==> src/rtl/rxwb_pkg.sv <==
package rxwb_pkg;
  localparam int DESC_WORDS = 8;
  localparam int OFS_CTL    = 0;
  localparam int OFS_STAT   = 1;
  localparam int OFS_PTR    = 2;
  localparam int OWN_BIT    = 31;
  localparam int EOR_BIT    = 30;
  localparam int FSEG_BIT   = 29;
  localparam int LSEG_BIT   = 28;
  localparam int L4F_BIT    = 16;
  localparam int IPF_BIT    = 17;
  localparam int PROTO_LSB  = 18;
  localparam int PORT_LSB   = 8;
  localparam int CRC_BIT    = 11;
  localparam int IPOFF_LSB  = 17;

  typedef enum logic [2:0] {
    SEL_CTL, SEL_PTR, SEL_DATA, SEL_STAT, SEL_WB
  } memSel_e;

  typedef struct packed {
    logic    loadDesc;
    logic    loadPtr;
    logic    takeBeat;
    logic    advance;
    memSel_e sel;
  } ctlStrb_t;
endpackage

==> src/rtl/rxwb_ctrl.sv <==
module rxwb_ctrl
  import rxwb_pkg::*;
(
  input  logic     clk,
  input  logic     rstN,
  input  logic     cfgWe,
  input  logic [1:0] cfgBits,
  input  logic     inValid,
  input  logic     inLast,
  input  logic     memAck,
  input  logic     ownBit,
  input  logic     beatWrites,
  output logic     inReady,
  output logic     memReq,
  output logic     memWe,
  output logic     rxIrq,
  output ctlStrb_t strb
);
  typedef enum logic [2:0] {
    ST_IDLE, ST_RD_CTL, ST_RD_PTR, ST_DATA, ST_WR_DATA, ST_WR_STAT, ST_WR_CTL
  } state_e;

  state_e state, nextState;
  logic pollEn, pollSusp, frameDone;

  always_ff @(posedge clk) begin
    if (!rstN) begin
      state     <= ST_IDLE;
      pollEn    <= 1'b0;
      pollSusp  <= 1'b0;
      frameDone <= 1'b0;
      rxIrq     <= 1'b0;
    end else begin
      state <= nextState;
      if (cfgWe) begin
        pollEn   <= cfgBits[1];
        pollSusp <= cfgBits[0];
      end
      if (strb.loadDesc) frameDone <= 1'b0;
      else if (strb.takeBeat && inLast) frameDone <= 1'b1;
      rxIrq <= (state == ST_WR_CTL) && memAck;
    end
  end

  always_comb begin
    nextState = state;
    inReady   = 1'b0;
    memReq    = 1'b0;
    memWe     = 1'b0;
    strb      = '{loadDesc: 1'b0, loadPtr: 1'b0, takeBeat: 1'b0,
                  advance: 1'b0, sel: SEL_CTL};
    unique case (state)
      ST_IDLE: begin
        if (pollEn && !pollSusp && inValid) nextState = ST_RD_CTL;
      end
      ST_RD_CTL: begin
        memReq = 1'b1;
        if (memAck) begin
          if (!ownBit) begin
            strb.loadDesc = 1'b1;
            nextState     = ST_RD_PTR;
          end else begin
            nextState = ST_IDLE;
          end
        end
      end
      ST_RD_PTR: begin
        memReq   = 1'b1;
        strb.sel = SEL_PTR;
        if (memAck) begin
          strb.loadPtr = 1'b1;
          nextState    = ST_DATA;
        end
      end
      ST_DATA: begin
        inReady  = 1'b1;
        strb.sel = SEL_DATA;
        if (inValid) begin
          strb.takeBeat = 1'b1;
          if (beatWrites) nextState = ST_WR_DATA;
          else if (inLast) nextState = ST_WR_STAT;
        end
      end
      ST_WR_DATA: begin
        memReq   = 1'b1;
        memWe    = 1'b1;
        strb.sel = SEL_DATA;
        if (memAck) nextState = frameDone ? ST_WR_STAT : ST_DATA;
      end
      ST_WR_STAT: begin
        memReq   = 1'b1;
        memWe    = 1'b1;
        strb.sel = SEL_STAT;
        if (memAck) nextState = ST_WR_CTL;
      end
      ST_WR_CTL: begin
        memReq   = 1'b1;
        memWe    = 1'b1;
        strb.sel = SEL_WB;
        if (memAck) begin
          strb.advance = 1'b1;
          nextState    = ST_IDLE;
        end
      end
      default: nextState = ST_IDLE;
    endcase
  end
endmodule

==> src/rtl/rxwb_datapath.sv <==
module rxwb_datapath
  import rxwb_pkg::*;
#(
  parameter int ADDR_W = 16,
  parameter int LEN_W  = 16
) (
  input  logic              clk,
  input  logic              rstN,
  input  ctlStrb_t          strb,
  input  logic              baseWe,
  input  logic [31:0]       regWdata,
  input  logic [31:0]       inData,
  input  logic              inLast,
  input  logic [1:0]        inLastBytes,
  input  logic [2:0]        inPort,
  input  logic [3:0]        inProto,
  input  logic              inL4Fail,
  input  logic              inIpFail,
  input  logic              inCrcErr,
  input  logic [4:0]        inIpOff,
  input  logic [31:0]       memRdata,
  output logic [ADDR_W-1:0] memAddr,
  output logic [31:0]       memWdata,
  output logic [3:0]        memBe,
  output logic              beatWrites
);
  localparam int CNT_W = LEN_W + 1;

  logic [ADDR_W-1:0] ringBase, descAddr, bufPtr, wordIdx, dataAddr;
  logic [LEN_W-1:0]  bufSize, storedLen;
  logic [CNT_W-1:0]  byteCnt;
  logic              eorFlag;
  logic [31:0]       dataWord, ctlWord, statWord;
  logic [3:0]        dataBe, laneBe;
  logic [2:0]        beatBytes;
  logic [2:0]        sbPort;
  logic [3:0]        sbProto;
  logic              sbL4, sbIp, sbCrc;
  logic [4:0]        sbIpOff;
  logic              unusedBits;

  assign unusedBits = ^{memRdata, regWdata};
  assign beatBytes  = (inLast && inLastBytes != 2'd0) ? {1'b0, inLastBytes} : 3'd4;

  for (genvar k = 0; k < 4; k++) begin : g_lane
    assign laneBe[k] = ((byteCnt + CNT_W'(k)) < {1'b0, bufSize}) && (3'(k) < beatBytes);
  end
  assign beatWrites = |laneBe;

  assign storedLen = (byteCnt > {1'b0, bufSize}) ? bufSize : byteCnt[LEN_W-1:0];

  always_ff @(posedge clk) begin
    if (!rstN) begin
      ringBase <= '0;
      descAddr <= '0;
      bufPtr   <= '0;
      wordIdx  <= '0;
      dataAddr <= '0;
      bufSize  <= '0;
      byteCnt  <= '0;
      eorFlag  <= 1'b0;
      dataWord <= '0;
      dataBe   <= '0;
      sbPort   <= '0;
      sbProto  <= '0;
      sbL4     <= 1'b0;
      sbIp     <= 1'b0;
      sbCrc    <= 1'b0;
      sbIpOff  <= '0;
    end else begin
      if (baseWe) begin
        ringBase <= regWdata[ADDR_W-1:0];
        descAddr <= regWdata[ADDR_W-1:0];
      end else if (strb.advance) begin
        descAddr <= eorFlag ? ringBase : descAddr + ADDR_W'(DESC_WORDS);
      end
      if (strb.loadDesc) begin
        bufSize <= memRdata[LEN_W-1:0];
        eorFlag <= memRdata[EOR_BIT];
        byteCnt <= '0;
        wordIdx <= '0;
      end
      if (strb.loadPtr) bufPtr <= memRdata[ADDR_W-1:0];
      if (strb.takeBeat) begin
        dataWord <= inData;
        dataBe   <= laneBe;
        dataAddr <= bufPtr + wordIdx;
        wordIdx  <= wordIdx + 1'b1;
        if (!byteCnt[CNT_W-1]) byteCnt <= byteCnt + CNT_W'(beatBytes);
        if (inLast) begin
          sbPort  <= inPort;
          sbProto <= inProto;
          sbL4    <= inL4Fail;
          sbIp    <= inIpFail;
          sbCrc   <= inCrcErr;
          sbIpOff <= inIpOff;
        end
      end
    end
  end

  always_comb begin
    ctlWord                        = '0;
    ctlWord[15:0]                  = 16'(storedLen);
    ctlWord[L4F_BIT]               = sbL4;
    ctlWord[IPF_BIT]               = sbIp;
    ctlWord[PROTO_LSB +: 4]        = sbProto;
    ctlWord[LSEG_BIT]              = 1'b1;
    ctlWord[FSEG_BIT]              = 1'b1;
    ctlWord[EOR_BIT]               = eorFlag;
    ctlWord[OWN_BIT]               = 1'b1;
    statWord                       = '0;
    statWord[PORT_LSB +: 3]        = sbPort;
    statWord[CRC_BIT]              = sbCrc;
    statWord[IPOFF_LSB +: 5]       = sbIpOff;
  end

  always_comb begin
    memBe    = 4'hF;
    memWdata = '0;
    unique case (strb.sel)
      SEL_CTL:  memAddr = descAddr + ADDR_W'(OFS_CTL);
      SEL_PTR:  memAddr = descAddr + ADDR_W'(OFS_PTR);
      SEL_DATA: begin
        memAddr  = dataAddr;
        memWdata = dataWord;
        memBe    = dataBe;
      end
      SEL_STAT: begin
        memAddr  = descAddr + ADDR_W'(OFS_STAT);
        memWdata = statWord;
      end
      SEL_WB: begin
        memAddr  = descAddr + ADDR_W'(OFS_CTL);
        memWdata = ctlWord;
      end
      default:  memAddr = descAddr;
    endcase
  end
endmodule

==> src/rtl/rx_desc_writeback.sv <==
module rx_desc_writeback
  import rxwb_pkg::*;
#(
  parameter int ADDR_W = 16,
  parameter int LEN_W  = 16
) (
  input  logic              clk,
  input  logic              rstN,
  input  logic              regWe,
  input  logic              regSel,
  input  logic [31:0]       regWdata,
  input  logic              inValid,
  output logic              inReady,
  input  logic [31:0]       inData,
  input  logic              inLast,
  input  logic [1:0]        inLastBytes,
  input  logic [2:0]        inPort,
  input  logic [3:0]        inProto,
  input  logic              inL4Fail,
  input  logic              inIpFail,
  input  logic              inCrcErr,
  input  logic [4:0]        inIpOff,
  output logic              memReq,
  output logic              memWe,
  output logic [ADDR_W-1:0] memAddr,
  output logic [31:0]       memWdata,
  output logic [3:0]        memBe,
  input  logic              memAck,
  input  logic [31:0]       memRdata,
  output logic              rxIrq
);
  ctlStrb_t strb;
  logic     beatWrites;

  rxwb_ctrl u_ctrl (
    .clk        (clk),
    .rstN       (rstN),
    .cfgWe      (regWe && !regSel),
    .cfgBits    (regWdata[1:0]),
    .inValid    (inValid),
    .inLast     (inLast),
    .memAck     (memAck),
    .ownBit     (memRdata[OWN_BIT]),
    .beatWrites (beatWrites),
    .inReady    (inReady),
    .memReq     (memReq),
    .memWe      (memWe),
    .rxIrq      (rxIrq),
    .strb       (strb)
  );

  rxwb_datapath #(.ADDR_W(ADDR_W), .LEN_W(LEN_W)) u_dp (
    .clk         (clk),
    .rstN        (rstN),
    .strb        (strb),
    .baseWe      (regWe && regSel),
    .regWdata    (regWdata),
    .inData      (inData),
    .inLast      (inLast),
    .inLastBytes (inLastBytes),
    .inPort      (inPort),
    .inProto     (inProto),
    .inL4Fail    (inL4Fail),
    .inIpFail    (inIpFail),
    .inCrcErr    (inCrcErr),
    .inIpOff     (inIpOff),
    .memRdata    (memRdata),
    .memAddr     (memAddr),
    .memWdata    (memWdata),
    .memBe       (memBe),
    .beatWrites  (beatWrites)
  );
endmodule

==> config.mk <==
export PLATFORM = sky130hd
export DESIGN_NAME = rx_desc_writeback
export DESIGN_NICKNAME = d
export VERILOG_FILES = /design/src/rtl/rxwb_pkg.sv /design/src/rtl/rxwb_ctrl.sv /design/src/rtl/rxwb_datapath.sv /design/src/rtl/rx_desc_writeback.sv
export SDC_FILE = /design/constraint.sdc
export NUM_CORES = 1
export LEC_CHECK = 0
export CAP_MARGIN = 10
export CELL_PAD_IN_SITES_DETAIL_PLACEMENT = 2
export CELL_PAD_IN_SITES_GLOBAL_PLACEMENT = 2
export CORE_MARGIN = 8
export CORE_UTILIZATION = 32
export DETAILED_ROUTE_END_ITERATION = 8
export PLACE_DENSITY_LB_ADDON = 0.12
export SETUP_SLACK_MARGIN = 0.1
export SLEW_MARGIN = 20
export SYNTH_ARGS = -nofsm -noshare
export SYNTH_HDL_FRONTEND = slang
export SYNTH_SLANG_ARGS = --single-unit
==> constraint.sdc <==
create_clock -name clk -period 4.4 [get_ports clk]
set_clock_uncertainty 0.2 [all_clocks]
set_input_delay 0.88 -clock clk [delete_from_list [all_inputs] [get_ports clk]]
set_output_delay 0.88 -clock clk [all_outputs]
set_load 0.05 [all_outputs]
==> key figures <==
Outcome
  – Status: finished, final reports clean

Floorplan
  – Io pins: 176
  – Core Region: 34600 um2
  – Initial core utilization: 0.326
  – # rows: 68
  – Die X: 204 um
  – Die ar.: 41500 um2
  – Die height: 204 um

GRT
  – Grt total ovfl: 0
  – Largest net degree at the start of global routing: 78
  – Total GRT Usage: 0.224
  – First-pass GRT wire length: 72700 um
  – Vias in the first global route: 12300
  – Antenna violations before repair: 1

Timing
  – Setup violators final: 0
  – RSZ-0062 raised after global routing: true
  – Fin. Hold Viols: 0
  – Final hold slack: 0.254 ns
  – Min Clock Period, post-route: 4.37 ns
  – Slew margin rel.: 0.464
  – Fin. max-slew vios: 0
  – Tcrit/Tclk final: 0.993
  – Worst Tran Pin Value: 0.804 ns
  – Fmax: 229 MHz

Layout
  – Diodes inserted: 0
  – Layout cells sized above 1: 0.132
  – Design Area, Final: 14500 um2
  – Util after Layout: 0.419
  – Area grow syn2layout: 28.5%
  – Nets: 1845

Route
  – WL per Instance: 22.3 um
  – ANT nets after route: 0
  – Initial DRC Count: 531
  – Vias per cell: 5.44
  – Drt drc: 0
  – Via count: 11400
  – Routed WL: 46900 um
  – First-pass detailed-route iteration total: 4

Synthesis
  – Syn Area/Cell: 7.56 um2
  – Cell Area, Synth: 11300 um2
  – Number of flops mapped to enable cells by yosys: 0
  – Flop and latch count out of synthesis: 172
  – Synth cell types: 75
  – Post-Syn Nets: 1703
  – Ys async rst share: 0
  – Yosys warnings: 0
  – Post-synthesis sequential area ratio: 0.305
  – Syn Inst Count: 1493
  – Top_reg_cell synth: dfxtp_1

Worst hold path
  – HP Class: reg -> reg
  – Hold_sp: u_dp.dataWord[26]

Setup path
  – Critical path type: reg -> out
  – CP cell instances: inv_1, ha_1, a21oi_1, nor2_1, a2111oi_4, a21oi_1, buf_4, a2111oi_4, buf_4, nor2_4, buf_12, mux2i_4, o21ai_2, buf_12
  – Worst setup SP type: flip-flop
  – Worst R2R Start: u_dp.byteCnt[5]
  – CP bufs+invs: 5
  – Crit. End Element: primary output
  – Delay-heaviest family, CP: compound AO/OA/AOI/OAI gates
  – CP required: 3.32 ns
  – Worst EP arrival: 3.29 ns
  – CP peak stage delay: 0.35 ns
  – Critical path startpoint: u_dp.bufSize[6]
  – Critical Path Slowest Stage Cell: dfxtp_2
  – Crit Path Max Fanout: 7

Placed design
  – Port bufs: 145
  – Gpl congestion: 0.878
  – Post-detail-place hpwl: 35600 um
  – Placed cell area: 13600 um2

Clock tree
  – # H-tree levels: 4
  – Sink Count: 172
  – CTS tree: built
  – Hold-fix buffer count after cts: 0
  – CTS max path bufs: 2
  – Number of buffers created by CTS: 17
  – CTS clk-pin slew, worst paths: 0.09 ns
  – Root Buffer: clkbuf_16
  – Clock Latency Late Sink: 0.47 ns

Run
  – Max cap viols: 0

Pwr
  – Total chip power: 3.67 mW
  – Pleak: 5.68 nW
  – Peak VDD IR: 0.000309 V
  – Pwr/cell area: 253 nW/um2
-- worst paths after layout --
kind | slack [ns] | end | cells past startpoint
setup / recovery | 0.03 | memWdata[13] | 14
hold / removal | 0.25 | u_dp.dataWord[26] | 2
setup reg to reg | 0.34 | u_ctrl.state[2] | 15
hold reg to reg | 0.25 | u_dp.dataWord[26] | 2
-- routing by layer --
layer	global-route usage	share of wire	wire length, um
met5	0	0.00028	13
met4	0.0650	0.020	956
met3	0.0528	0.053	2480
met2	0.363	0.46	21500
met1	0.293	0.47	21900
-- cell families (layout without fill, tap and decap cells) --
kind of cell	after synthesis	count (layout)	share of synthesized area
buf+inv	136	290	0.0487
compound gates	382	382	0.219
fa+ha+maj	90	90	0.101
simple gates	604	605	0.239
xor+xnor	80	80	0.0621
flops	172	172	0.305
mux	29	29	0.0257
-- cell type report --
cell class,count,area (um2)
Fill cell,3949,20100
Timing Repair Buffer,219,2240
Clock buffer,18,439
Tap cell,455,569
Clock inverter,14,149
Multi-Input combinational cell,1186,7510
Sequential cell,172,3450
Inverter,39,154
-- registers in the layout, indices dropped and copies added, names as in the netlist, 3 cells and up --
signal	count
u_ctrl.state	3
u_dp.bufPtr	16
u_dp.bufSize	16
u_dp.byteCnt	17
u_dp.dataAddr	16
u_dp.dataBe	4
u_dp.dataWord	32
u_dp.descAddr	16
u_dp.ringBase	16
u_dp.sbIpOff	5
u_dp.sbPort	3
u_dp.sbProto	4
u_dp.wordIdx	16
-- cell usage in the layout (no fill, tap or decap), drive strengths merged, types with 12 or more instances in the layout --
cell type | Yosys | final
nand2 | 332 | 332
dfxtp | 172 | 172
buf | 21 | 122
nor2 | 98 | 99
clkdlybuf4s50 | 0 | 97
o21ai | 97 | 97
a21oi | 96 | 96
ha | 88 | 88
a21boi | 67 | 67
inv | 39 | 46
nand3 | 44 | 44
xor2 | 43 | 43
xnor2 | 37 | 37
and2 | 30 | 30
mux2i | 29 | 29
nor3 | 22 | 22
and3 | 19 | 19
clkbuf | 76 | 18
a31oi | 16 | 16
nand4 | 15 | 15
nand2b | 13 | 13
a22o | 13 | 13
a21o | 12 | 12
-- worst reg2reg max path, delay by kind of cell, from the launching register on --
| kind | cells | cell delay, ns |
|---|---|---|
| xor+xnor | 1 | 0.19 |
| fa+ha+maj | 1 | 0.30 |
| compound gates | 7 | 1.66 |
| buf+inv | 2 | 0.35 |
| flops | 1 | 0.37 |
| simple gates | 4 | 0.87 |
-- cells in the mapped netlist (all sizes together) (4+ instances only) --
| library cell | number | share of area |
|---|---|---|
| nand2 | 332 | 0.11 |
| dfxtp | 172 | 0.30 |
| nor2 | 98 | 0.033 |
| o21ai | 97 | 0.043 |
| a21oi | 96 | 0.043 |
| ha | 88 | 0.098 |
| clkbuf | 76 | 0.025 |
| a21boi | 67 | 0.045 |
| nand3 | 44 | 0.020 |
| xor2 | 43 | 0.033 |
| inv | 39 | 0.013 |
| xnor2 | 37 | 0.029 |
| and2 | 30 | 0.017 |
| mux2i | 29 | 0.026 |
| nor3 | 22 | 0.0098 |
| buf | 21 | 0.010 |
| and3 | 19 | 0.011 |
| a31oi | 16 | 0.0089 |
| nand4 | 15 | 0.010 |
| a22o | 13 | 0.010 |
| nand2b | 13 | 0.0072 |
| a21o | 12 | 0.0080 |
| a22oi | 8 | 0.0053 |
| nor2b | 8 | 0.0044 |
| o211ai | 8 | 0.0053 |
| o21a | 8 | 0.0053 |
| a2111oi | 7 | 0.0076 |
| a211oi | 6 | 0.0040 |
| o31ai | 5 | 0.0033 |
| or3 | 5 | 0.0028 |
| nor4 | 4 | 0.0035 |
| o22ai | 4 | 0.0022 |
| or2 | 4 | 0.0022 |
-- metrics by stage --
step,TNS [ns],setup slack [ns],std cells
6_report,0,0.0326,2103
5_1_grt,-0.618,-0.0850,2103
4_1_cts,0,0.0789,2100
3_5_place_dp,0,0.00196,2064
3_3_place_gp,0,0.0878,2064
2_1_floorplan,0,0.268,1493
-- power by group --
part           switching, mW  internal, mW  leakage [nW]
clock network          0.775         0.817         0.277
logic                  0.252         0.217          4.00
registers             0.0287          1.58          1.39
-- repair_timing --
| action | in CTS | in global routing |
|---|---|---|
| buffers inserted | 3 | 3 |
| endpoints found under the setup margin | 17 | 18 |
| pin swaps | 3 | 13 |
| gates cloned | 1 | 0 |
| resized for setup | 29 | 25 |
(Power assumes the default switching activity.)
